$ cat config.mk
export PLATFORM = sky130hd
export DESIGN_NAME = spi_reg_bridge
export DESIGN_NICKNAME = d
export VERILOG_FILES = /design/src/rtl/spi_bridge_pkg.sv /design/src/rtl/spi_bridge_sync.sv /design/src/rtl/spi_bridge_front.sv /design/src/rtl/spi_bridge_csr.sv /design/src/rtl/spi_reg_bridge.sv
export SDC_FILE = /design/constraint.sdc
export NUM_CORES = 1
export LEC_CHECK = 0
export ABC_AREA = 0
export BUFFER_PORTS_ARGS = -buffer_cell sky130_fd_sc_hd__buf_2
export CAP_MARGIN = 20
export CORE_MARGIN = 4
export CORE_UTILIZATION = 53
export CTS_BUF_LIST = sky130_fd_sc_hd__clkbuf_2 sky130_fd_sc_hd__clkbuf_4 sky130_fd_sc_hd__clkbuf_8
export DETAILED_ROUTE_END_ITERATION = 16
export MAX_ROUTING_LAYER = met4
export PLACE_DENSITY = 0.72
export REMOVE_ABC_BUFFERS = 1
export SLEW_MARGIN = 20
export SYNTH_ARGS = -nofsm -noshare
export SYNTH_HDL_FRONTEND = slang
export SYNTH_HIERARCHICAL = 1
export SYNTH_SLANG_ARGS = --single-unit
$ cat constraint.sdc
create_clock -name clk -period 5.6 [get_ports clk]
set_input_delay 0.56 -clock clk [delete_from_list [all_inputs] [get_ports clk]]
set_output_delay 0.56 -clock clk [all_outputs]
set_load 0.01 [all_outputs]
$ cat src/rtl/spi_bridge_pkg.sv
// Package: shared widths, the payload ordering type and the functions that
// map a 32-bit register word onto the serial bit stream and back.
// Assumes a 32-bit word made of 4 bytes.
package spi_bridge_pkg;

    localparam int WORD_W     = 32;
    localparam int BYTES      = WORD_W / 8;
    localparam int FIELD_W    = 24;
    localparam int WADDR_W    = FIELD_W - 1;
    localparam int PAD_W      = 4;
    localparam int CNT_W      = 8;
    localparam logic [7:0] IFACE_CODE = 8'd2;

    // Payload ordering: bit 1 = LSB first inside a byte, bit 0 = high byte first.
    typedef struct packed {
        logic lsb_first;
        logic big_end;
    } order_t;

    // Word bit index carried by stream position k (k = 0 is sent first).
    function automatic int unsigned wire_pos(order_t o, int unsigned k);
        int unsigned slot;
        int unsigned j;
        int unsigned wbyte;
        int unsigned wbit;
        slot  = k / 8;
        j     = k % 8;
        wbyte = o.big_end ? (BYTES - 1 - slot) : slot;
        wbit  = o.lsb_first ? j : (7 - j);
        return wbyte * 8 + wbit;
    endfunction

    // Word to stream: stream MSB is shifted out first.
    function automatic logic [WORD_W-1:0] word_to_stream(logic [WORD_W-1:0] w, order_t o);
        logic [WORD_W-1:0] s;
        for (int unsigned k = 0; k < WORD_W; k++) begin
            s[WORD_W-1-k] = w[wire_pos(o, k)];
        end
        return s;
    endfunction

    // Stream to word: inverse of word_to_stream.
    function automatic logic [WORD_W-1:0] stream_to_word(logic [WORD_W-1:0] s, order_t o);
        logic [WORD_W-1:0] w;
        for (int unsigned k = 0; k < WORD_W; k++) begin
            w[wire_pos(o, k)] = s[WORD_W-1-k];
        end
        return w;
    endfunction

endpackage

$ cat src/rtl/spi_bridge_sync.sv
// Multi-stage synchronizer for a vector of asynchronous inputs.
// Assumes STAGES >= 2; reset loads RST_VAL into every stage.
module spi_bridge_sync #(
    parameter int WIDTH = 3,
    parameter int STAGES = 2,
    parameter logic [WIDTH-1:0] RST_VAL = '0
) (
    input  logic             clk,
    input  logic             rst_n,
    input  logic [WIDTH-1:0] d_in,
    output logic [WIDTH-1:0] d_out
);

    logic [STAGES-1:0][WIDTH-1:0] stg;

    // Shift the inputs through the synchronizer chain.
    always_ff @(posedge clk) begin
        if (!rst_n) begin
            for (int i = 0; i < STAGES; i++) stg[i] <= RST_VAL;
        end else begin
            stg[0] <= d_in;
            for (int i = 1; i < STAGES; i++) stg[i] <= stg[i-1];
        end
    end

    assign d_out = stg[STAGES-1];

endmodule

$ cat src/rtl/spi_bridge_front.sv
// Serial front end: synchronizes clock, select and data, and produces
// one-cycle strobes for rising and falling serial clock edges while selected.
// Assumes the serial clock is far slower than clk.
module spi_bridge_front #(
    parameter int SYNC_STAGES = 2
) (
    input  logic clk,
    input  logic rst_n,
    input  logic sclk,
    input  logic cs_n,
    input  logic mosi,
    output logic cs_act,
    output logic sck_rise,
    output logic sck_fall,
    output logic mosi_s
);

    logic [2:0] synced;
    logic       sclk_s;
    logic       sclk_d;

    spi_bridge_sync #(
        .WIDTH(3),
        .STAGES(SYNC_STAGES),
        .RST_VAL(3'b010)
    ) u_sync (
        .clk  (clk),
        .rst_n(rst_n),
        .d_in ({sclk, cs_n, mosi}),
        .d_out(synced)
    );

    assign sclk_s = synced[2];
    assign cs_act = ~synced[1];
    assign mosi_s = synced[0];

    // Remember the previous synchronized clock level for edge detection.
    always_ff @(posedge clk) begin
        if (!rst_n) sclk_d <= 1'b0;
        else        sclk_d <= sclk_s;
    end

    assign sck_rise = cs_act &  sclk_s & ~sclk_d;
    assign sck_fall = cs_act & ~sclk_s &  sclk_d;

endmodule

$ cat src/rtl/spi_bridge_csr.sv
// Bridge-local registers: payload order word and setup/status word.
// A status set in the same cycle as a clear wins.
module spi_bridge_csr
    import spi_bridge_pkg::*;
(
    input  logic              clk,
    input  logic              rst_n,
    input  logic              wr_ctrl,
    input  logic [1:0]        ctrl_bits,
    input  logic              wr_cfg,
    input  logic [PAD_W-1:0]  cfg_pad,
    input  logic              cfg_clr,
    input  logic              err_set,
    output order_t            order_q,
    output logic [PAD_W-1:0]  pad_q,
    output logic              err_q,
    output logic [WORD_W-1:0] ctrl_rd,
    output logic [WORD_W-1:0] cfg_rd
);

    localparam int LOW_GAP = 16 - PAD_W;

    // Update order, filler count and sticky status.
    always_ff @(posedge clk) begin
        if (!rst_n) begin
            order_q <= '0;
            pad_q   <= '0;
            err_q   <= 1'b0;
        end else begin
            if (wr_ctrl) order_q <= order_t'(ctrl_bits);
            if (wr_cfg)  pad_q   <= cfg_pad;
            if (err_set)                err_q <= 1'b1;
            else if (wr_cfg && cfg_clr) err_q <= 1'b0;
        end
    end

    // Read-back images of both words.
    always_comb begin
        ctrl_rd = {BYTES{order_q.big_end, order_q.lsb_first, 4'b0000,
                         order_q.lsb_first, order_q.big_end}};
        cfg_rd  = {IFACE_CODE, 7'd0, err_q, {LOW_GAP{1'b0}}, pad_q};
    end

endmodule

$ cat src/rtl/spi_reg_bridge.sv
// Top: serial frame engine and internal bus handshake. Decodes the address
// field, intercepts the two local words, issues bus accesses held until
// ready, and launches read payload after the programmed filler bytes.
// Assumes one outstanding bus access at a time.
module spi_reg_bridge
    import spi_bridge_pkg::*;
#(
    parameter int SYNC_STAGES = 2,
    parameter logic [WADDR_W-1:0] CTRL_WADDR = 23'd0,
    parameter logic [WADDR_W-1:0] CFG_WADDR  = 23'd1
) (
    input  logic               clk,
    input  logic               rst_n,
    input  logic               spi_sclk,
    input  logic               spi_cs_n,
    input  logic               spi_mosi,
    output logic               spi_miso,
    output logic               bus_req,
    output logic               bus_we,
    output logic [WADDR_W-1:0] bus_addr,
    output logic [WORD_W-1:0]  bus_wdata,
    input  logic [WORD_W-1:0]  bus_rdata,
    input  logic               bus_rdy
);

    localparam logic [CNT_W-1:0] HDR_END = CNT_W'(FIELD_W - 1);
    localparam logic [CNT_W-1:0] WR_END  = CNT_W'(FIELD_W + WORD_W - 1);
    localparam logic [CNT_W-1:0] HDR_LEN = CNT_W'(FIELD_W);

    logic cs_act, sck_rise, sck_fall, mosi_s;

    logic [CNT_W-1:0]   bit_cnt;
    logic [WORD_W-2:0]  rx_sh;
    logic [WORD_W-1:0]  tx_sh;
    logic               hdr_done, is_wr, launched;
    logic [WADDR_W-1:0] waddr_q;
    logic [WORD_W-1:0]  rd_buf;
    logic               rd_have, rd_wait;

    order_t             order_q;
    logic [PAD_W-1:0]   pad_q;
    logic               err_q;
    logic [WORD_W-1:0]  ctrl_rd, cfg_rd;

    logic               hdr_last, hdr_wr, hdr_local, data_last, data_local;
    logic [WADDR_W-1:0] hdr_waddr;
    logic [WORD_W-1:0]  wr_word, launch_word;
    logic [CNT_W-1:0]   launch_cnt;
    logic               wr_ctrl, wr_cfg, wr_bus, do_launch, rdy_now, on_time, err_set;

    spi_bridge_front #(.SYNC_STAGES(SYNC_STAGES)) u_front (
        .clk     (clk),
        .rst_n   (rst_n),
        .sclk    (spi_sclk),
        .cs_n    (spi_cs_n),
        .mosi    (spi_mosi),
        .cs_act  (cs_act),
        .sck_rise(sck_rise),
        .sck_fall(sck_fall),
        .mosi_s  (mosi_s)
    );

    spi_bridge_csr u_csr (
        .clk      (clk),
        .rst_n    (rst_n),
        .wr_ctrl  (wr_ctrl),
        .ctrl_bits(wr_word[1:0]),
        .wr_cfg   (wr_cfg),
        .cfg_pad  (wr_word[PAD_W-1:0]),
        .cfg_clr  (wr_word[16]),
        .err_set  (err_set),
        .order_q  (order_q),
        .pad_q    (pad_q),
        .err_q    (err_q),
        .ctrl_rd  (ctrl_rd),
        .cfg_rd   (cfg_rd)
    );

    // Decode header completion, payload completion and the read launch point.
    always_comb begin
        hdr_last    = sck_rise && !hdr_done && (bit_cnt == HDR_END);
        hdr_wr      = rx_sh[WADDR_W-1];
        hdr_waddr   = {rx_sh[WADDR_W-2:0], mosi_s};
        hdr_local   = (hdr_waddr == CTRL_WADDR) || (hdr_waddr == CFG_WADDR);
        data_last   = sck_rise && hdr_done && is_wr && (bit_cnt == WR_END);
        data_local  = (waddr_q == CTRL_WADDR) || (waddr_q == CFG_WADDR);
        wr_word     = stream_to_word({rx_sh, mosi_s}, order_q);
        wr_ctrl     = data_last && (waddr_q == CTRL_WADDR);
        wr_cfg      = data_last && (waddr_q == CFG_WADDR);
        wr_bus      = data_last && !data_local;
        launch_cnt  = HDR_LEN + CNT_W'({pad_q, 3'b000});
        do_launch   = sck_fall && hdr_done && !is_wr && !launched && (bit_cnt == launch_cnt);
        rdy_now     = bus_req && bus_rdy && !bus_we && rd_wait;
        on_time     = rd_have || rdy_now;
        launch_word = rd_have ? rd_buf : bus_rdata;
        err_set     = do_launch && !on_time;
    end

    // Frame engine: bit counting, receive/transmit shifting, read buffer.
    always_ff @(posedge clk) begin
        if (!rst_n) begin
            bit_cnt  <= '0;
            rx_sh    <= '0;
            tx_sh    <= '0;
            hdr_done <= 1'b0;
            is_wr    <= 1'b0;
            launched <= 1'b0;
            waddr_q  <= '0;
            rd_buf   <= '0;
            rd_have  <= 1'b0;
        end else if (!cs_act) begin
            bit_cnt  <= '0;
            rx_sh    <= '0;
            tx_sh    <= '0;
            hdr_done <= 1'b0;
            is_wr    <= 1'b0;
            launched <= 1'b0;
            rd_have  <= 1'b0;
        end else begin
            if (sck_rise) begin
                rx_sh <= {rx_sh[WORD_W-3:0], mosi_s};
                if (bit_cnt != '1) bit_cnt <= bit_cnt + 1'b1;
            end
            if (hdr_last) begin
                hdr_done <= 1'b1;
                is_wr    <= hdr_wr;
                waddr_q  <= hdr_waddr;
                if (!hdr_wr && hdr_local) begin
                    rd_buf  <= (hdr_waddr == CTRL_WADDR) ? ctrl_rd : cfg_rd;
                    rd_have <= 1'b1;
                end
            end
            if (rdy_now) begin
                rd_buf  <= bus_rdata;
                rd_have <= 1'b1;
            end
            if (do_launch) begin
                launched <= 1'b1;
                tx_sh    <= on_time ? word_to_stream(launch_word, order_q) : '0;
            end else if (sck_fall && launched) begin
                tx_sh <= {tx_sh[WORD_W-2:0], 1'b0};
            end
        end
    end

    // Internal bus handshake: request held until ready.
    always_ff @(posedge clk) begin
        if (!rst_n) begin
            bus_req   <= 1'b0;
            bus_we    <= 1'b0;
            bus_addr  <= '0;
            bus_wdata <= '0;
            rd_wait   <= 1'b0;
        end else begin
            if (bus_req && bus_rdy) begin
                bus_req <= 1'b0;
                rd_wait <= 1'b0;
            end
            if (!cs_act) rd_wait <= 1'b0;
            if (hdr_last && !hdr_wr && !hdr_local) begin
                bus_req  <= 1'b1;
                bus_we   <= 1'b0;
                bus_addr <= hdr_waddr;
                rd_wait  <= 1'b1;
            end
            if (wr_bus) begin
                bus_req   <= 1'b1;
                bus_we    <= 1'b1;
                bus_addr  <= waddr_q;
                bus_wdata <= wr_word;
            end
        end
    end

    assign spi_miso = tx_sh[WORD_W-1];

endmodule

==> results_dict.tcl <==
set metrics [dict create \
    crit_arrival_ns 3.33 \
    routed-via-count 8200 \
    die_w_um 149.1 \
    ys_types 53 \
    clock_latency_ns 0.53 \
    yosys_most_used_dff "dfxtp_1" \
    dieHeight_um 149.1 \
    firstDrtPassIters 5 \
    synth_common_cells "nor2_1 (214), dfxtp_1 (202), mux2i_1 (169)" \
    stdcell_count 1464 \
    cts_hold_buf 0 \
    rsz0062_at_grt "false" \
    cts_buffer_depth 3 \
    avgSynthCellArea_sq_um 9.283 \
    grt_first_pass_wirelength_um 40140 \
    place_ws_ns 2.773 \
    cts_tree "built" \
    numPortBuffers 95 \
    crit_end "bus_wdata[21]" \
    min_path_type "in2reg" \
    core_area_sq_um 19530 \
    place_area_sq_um 10770 \
    setup_violations 0 \
    post-place-cells 1399 \
    fin_nets 1214 \
    yosysSeqAreaShare_pct 38.35 \
    synth_area_leaders "dfxtp_1 (38%), mux2i_1 (16%), nor2_1 (7.6%)" \
    h-tree-depth 2 \
    synth-edff-count 0 \
    async_flop_share_pct 0 \
    irDropWorstVdd_mv 0.1566 \
    drc 0 \
    viasPerCell 5.601 \
    relSlewSlack_pct 28.69 \
    track_usage_pct 22.46 \
    worstPathRequired_ns 6.05 \
    synth_area_sq_um 10550 \
    cts_root_buffer "clkbuf_8" \
    seq_area_sq_um 4051 \
    critPathKind "reg2reg" \
    hold_depth 2 \
    tns_ns 0 \
    multi_input_area_sq_um 5642 \
    leakagePower_nw 4.443 \
    period_minus_slack_ns 2.881 \
    synthCells 1136 \
    drive_gt1_share_pct 20.35 \
    rrSetupSlack_ns 2.72 \
    worst_pin_slew_ns 1.070 \
    wl_per_cell_um 16.52 \
    cts_resized 0 \
    power_mw 3.074 \
    grt_overflow 0 \
    synth_top_area_share_pct 38.35 \
    worst_slack_ns 2.719 \
    ys_ff_latch 202 \
    totalWireLength_um 24190 \
    whs_ns 0.2289 \
    dp_hpwl_um 15420 \
    yosys_warnings 6 \
    antenna_found_initial 0 \
    critPathCaptureType "register" \
    r2r-start "u_front/u_sync/d_out[2]" \
    cts_buffers 37 \
    grt_max_degree 79 \
    rows 51 \
    finalHoldViolCount 0 \
    synthToLayoutAreaGrowth_pct 10.07 \
    fin_util_pct 59.45 \
    dieArea_sq_um 22220 \
    cap_violations 0 \
    reg2reg_to "bus_wdata[21]" \
    yosys.area.top_type "dfxtp_1" \
    ant_nets 0 \
    fmax_ghz 0.3471 \
    post_cts_buffers 0 \
    design_area_sq_um 11610 \
    grt_pass1_vias 7957 \
    first_iter_violations 498 \
    crit_start "u_front/u_sync/d_out[2]" \
    nFillCells 1693 \
    reg2regPathDepth 9 \
    synth.most_common_cell "nor2_1" \
    gp_congestion 0.8439 \
    status "finished clean" \
    num_io_pins 96 \
    start_util_pct 54.00 \
    clkTransAtPathRegs_ns 0.06 \
    min_period_over_period_pct 51.44 \
    skew_ns 0.01791 \
    p_per_area_nw_per_um2 264.8 \
    clock_sinks 202 \
    crit_fanout 78 \
    antenna_cells 0 \
    critPathLaunchType "register" \
    drv_slew 0 \
]
-- metal layers --
layer  global-route usage [%]  wire length [um]  share of wire, %
met2                    36.07             11550                48
met4                    6.728               551               2.3
met3                    3.586              1049               4.3
met1                    29.50             11030                46
met5                        -                 0                 0
-- worst min-delay path by stage --
stage | slack (ns) | start | to
floorplan | 0.39 | u_front/u_sync/stg[1] | u_front/u_sync/d_out[1]
global placement | 0.41 | u_front/u_sync/stg[1] | u_front/u_sync/d_out[1]
detailed placement | 0.40 | u_front/u_sync/stg[1] | u_front/u_sync/d_out[1]
CTS | 0.20 | spi_cs_n | u_front/u_sync/stg[1]
global route | 0.21 | spi_cs_n | u_front/u_sync/stg[1]
finish | 0.23 | spi_cs_n | u_front/u_sync/stg[1]
-- cell usage in the layout, fill, tap and decap left out, drive strengths merged, types with 2 or more instances in the layout --
cell type / instances
clkbuf: 60
and3: 3
or3: 3
o21ai: 29
nor3: 2
and2: 6
conb: 43
nor3b: 5
xnor2: 5
a31oi: 2
nand4: 5
inv: 41
nor2b: 6
nor4: 12
buf: 111
nand2b: 3
clkinvlp: 2
nor4b: 2
o21a: 2
xor2: 7
a311oi: 3
nor2: 215
dfxtp: 202
ha: 3
mux2: 16
nand2: 13
nand3: 8
mux4: 32
mux2i: 169
a221o: 31
a211oi: 12
o221ai: 28
a21oi: 106
clkinv: 2
-- cells by family (layout without fill, tap and decap cells) --
| kind of cell | count (synthesis) | after routing | synth area share (%) |
|---|---|---|---|
| AO/OA/AOI/OAI | 217 | 217 | 13.53 |
| XOR/XNOR | 12 | 12 | 0.9967 |
| adder cells (fa/ha/maj) | 3 | 3 | 0.3560 |
| buffers and inverters | 194 | 216 | 9.907 |
| flip-flops | 202 | 202 | 38.35 |
| multiplexers | 217 | 217 | 24.58 |
| other | 2 | 43 | 0.07122 |
| AND/OR/NAND/NOR | 289 | 289 | 12.21 |
-- final cells by class --
| type | instances | area share (%) |
|---|---|---|
| flip-flops and latches | 202 | 34.90 |
| multi-input cells | 781 | 48.60 |
| repair buffers | 111 | 5.131 |
| clock inverters | 5 | 0.3126 |
| inverters | 40 | 1.294 |
| clock buffers | 60 | 6.899 |
| well taps | 265 | 2.857 |
-- where the power goes --
| group | switching [mW] | internal [mW] | total (mW) |
|---|---|---|---|
| combinational | 0.0593 | 0.0427 | 0.102 |
| clock | 0.625 | 0.907 | 1.53 |
| sequential | 0.00177 | 1.44 | 1.44 |
| total | 0.686 | 2.39 | 3.07 |
-- critical path, cell delays in order (launching register included) --
cell	delay, ns
dfxtp_1	0.38
nor3b_4	0.19
buf_4	0.48
nand2_1	0.17
nor3_1	0.53
o41ai_4	0.18
buf_4	0.38
a211oi_1	0.28
a21oi_1	0.06
nor2_1	0.12
-- flip-flops by register name, summed over array words and instances, names as in the netlist, 2 cells and up --
name                  cells
rx_sh                    31
waddr_q                  23
u_csr/pad_q               4
u_front/u_sync/stg        3
bus_addr                 23
tx_sh                    32
u_front/u_sync/d_out      3
bit_cnt                   8
bus_wdata                32
rd_buf                   32
u_csr/ctrl_rd             2
No activity file was read; power rests on OpenSTA's default activity.
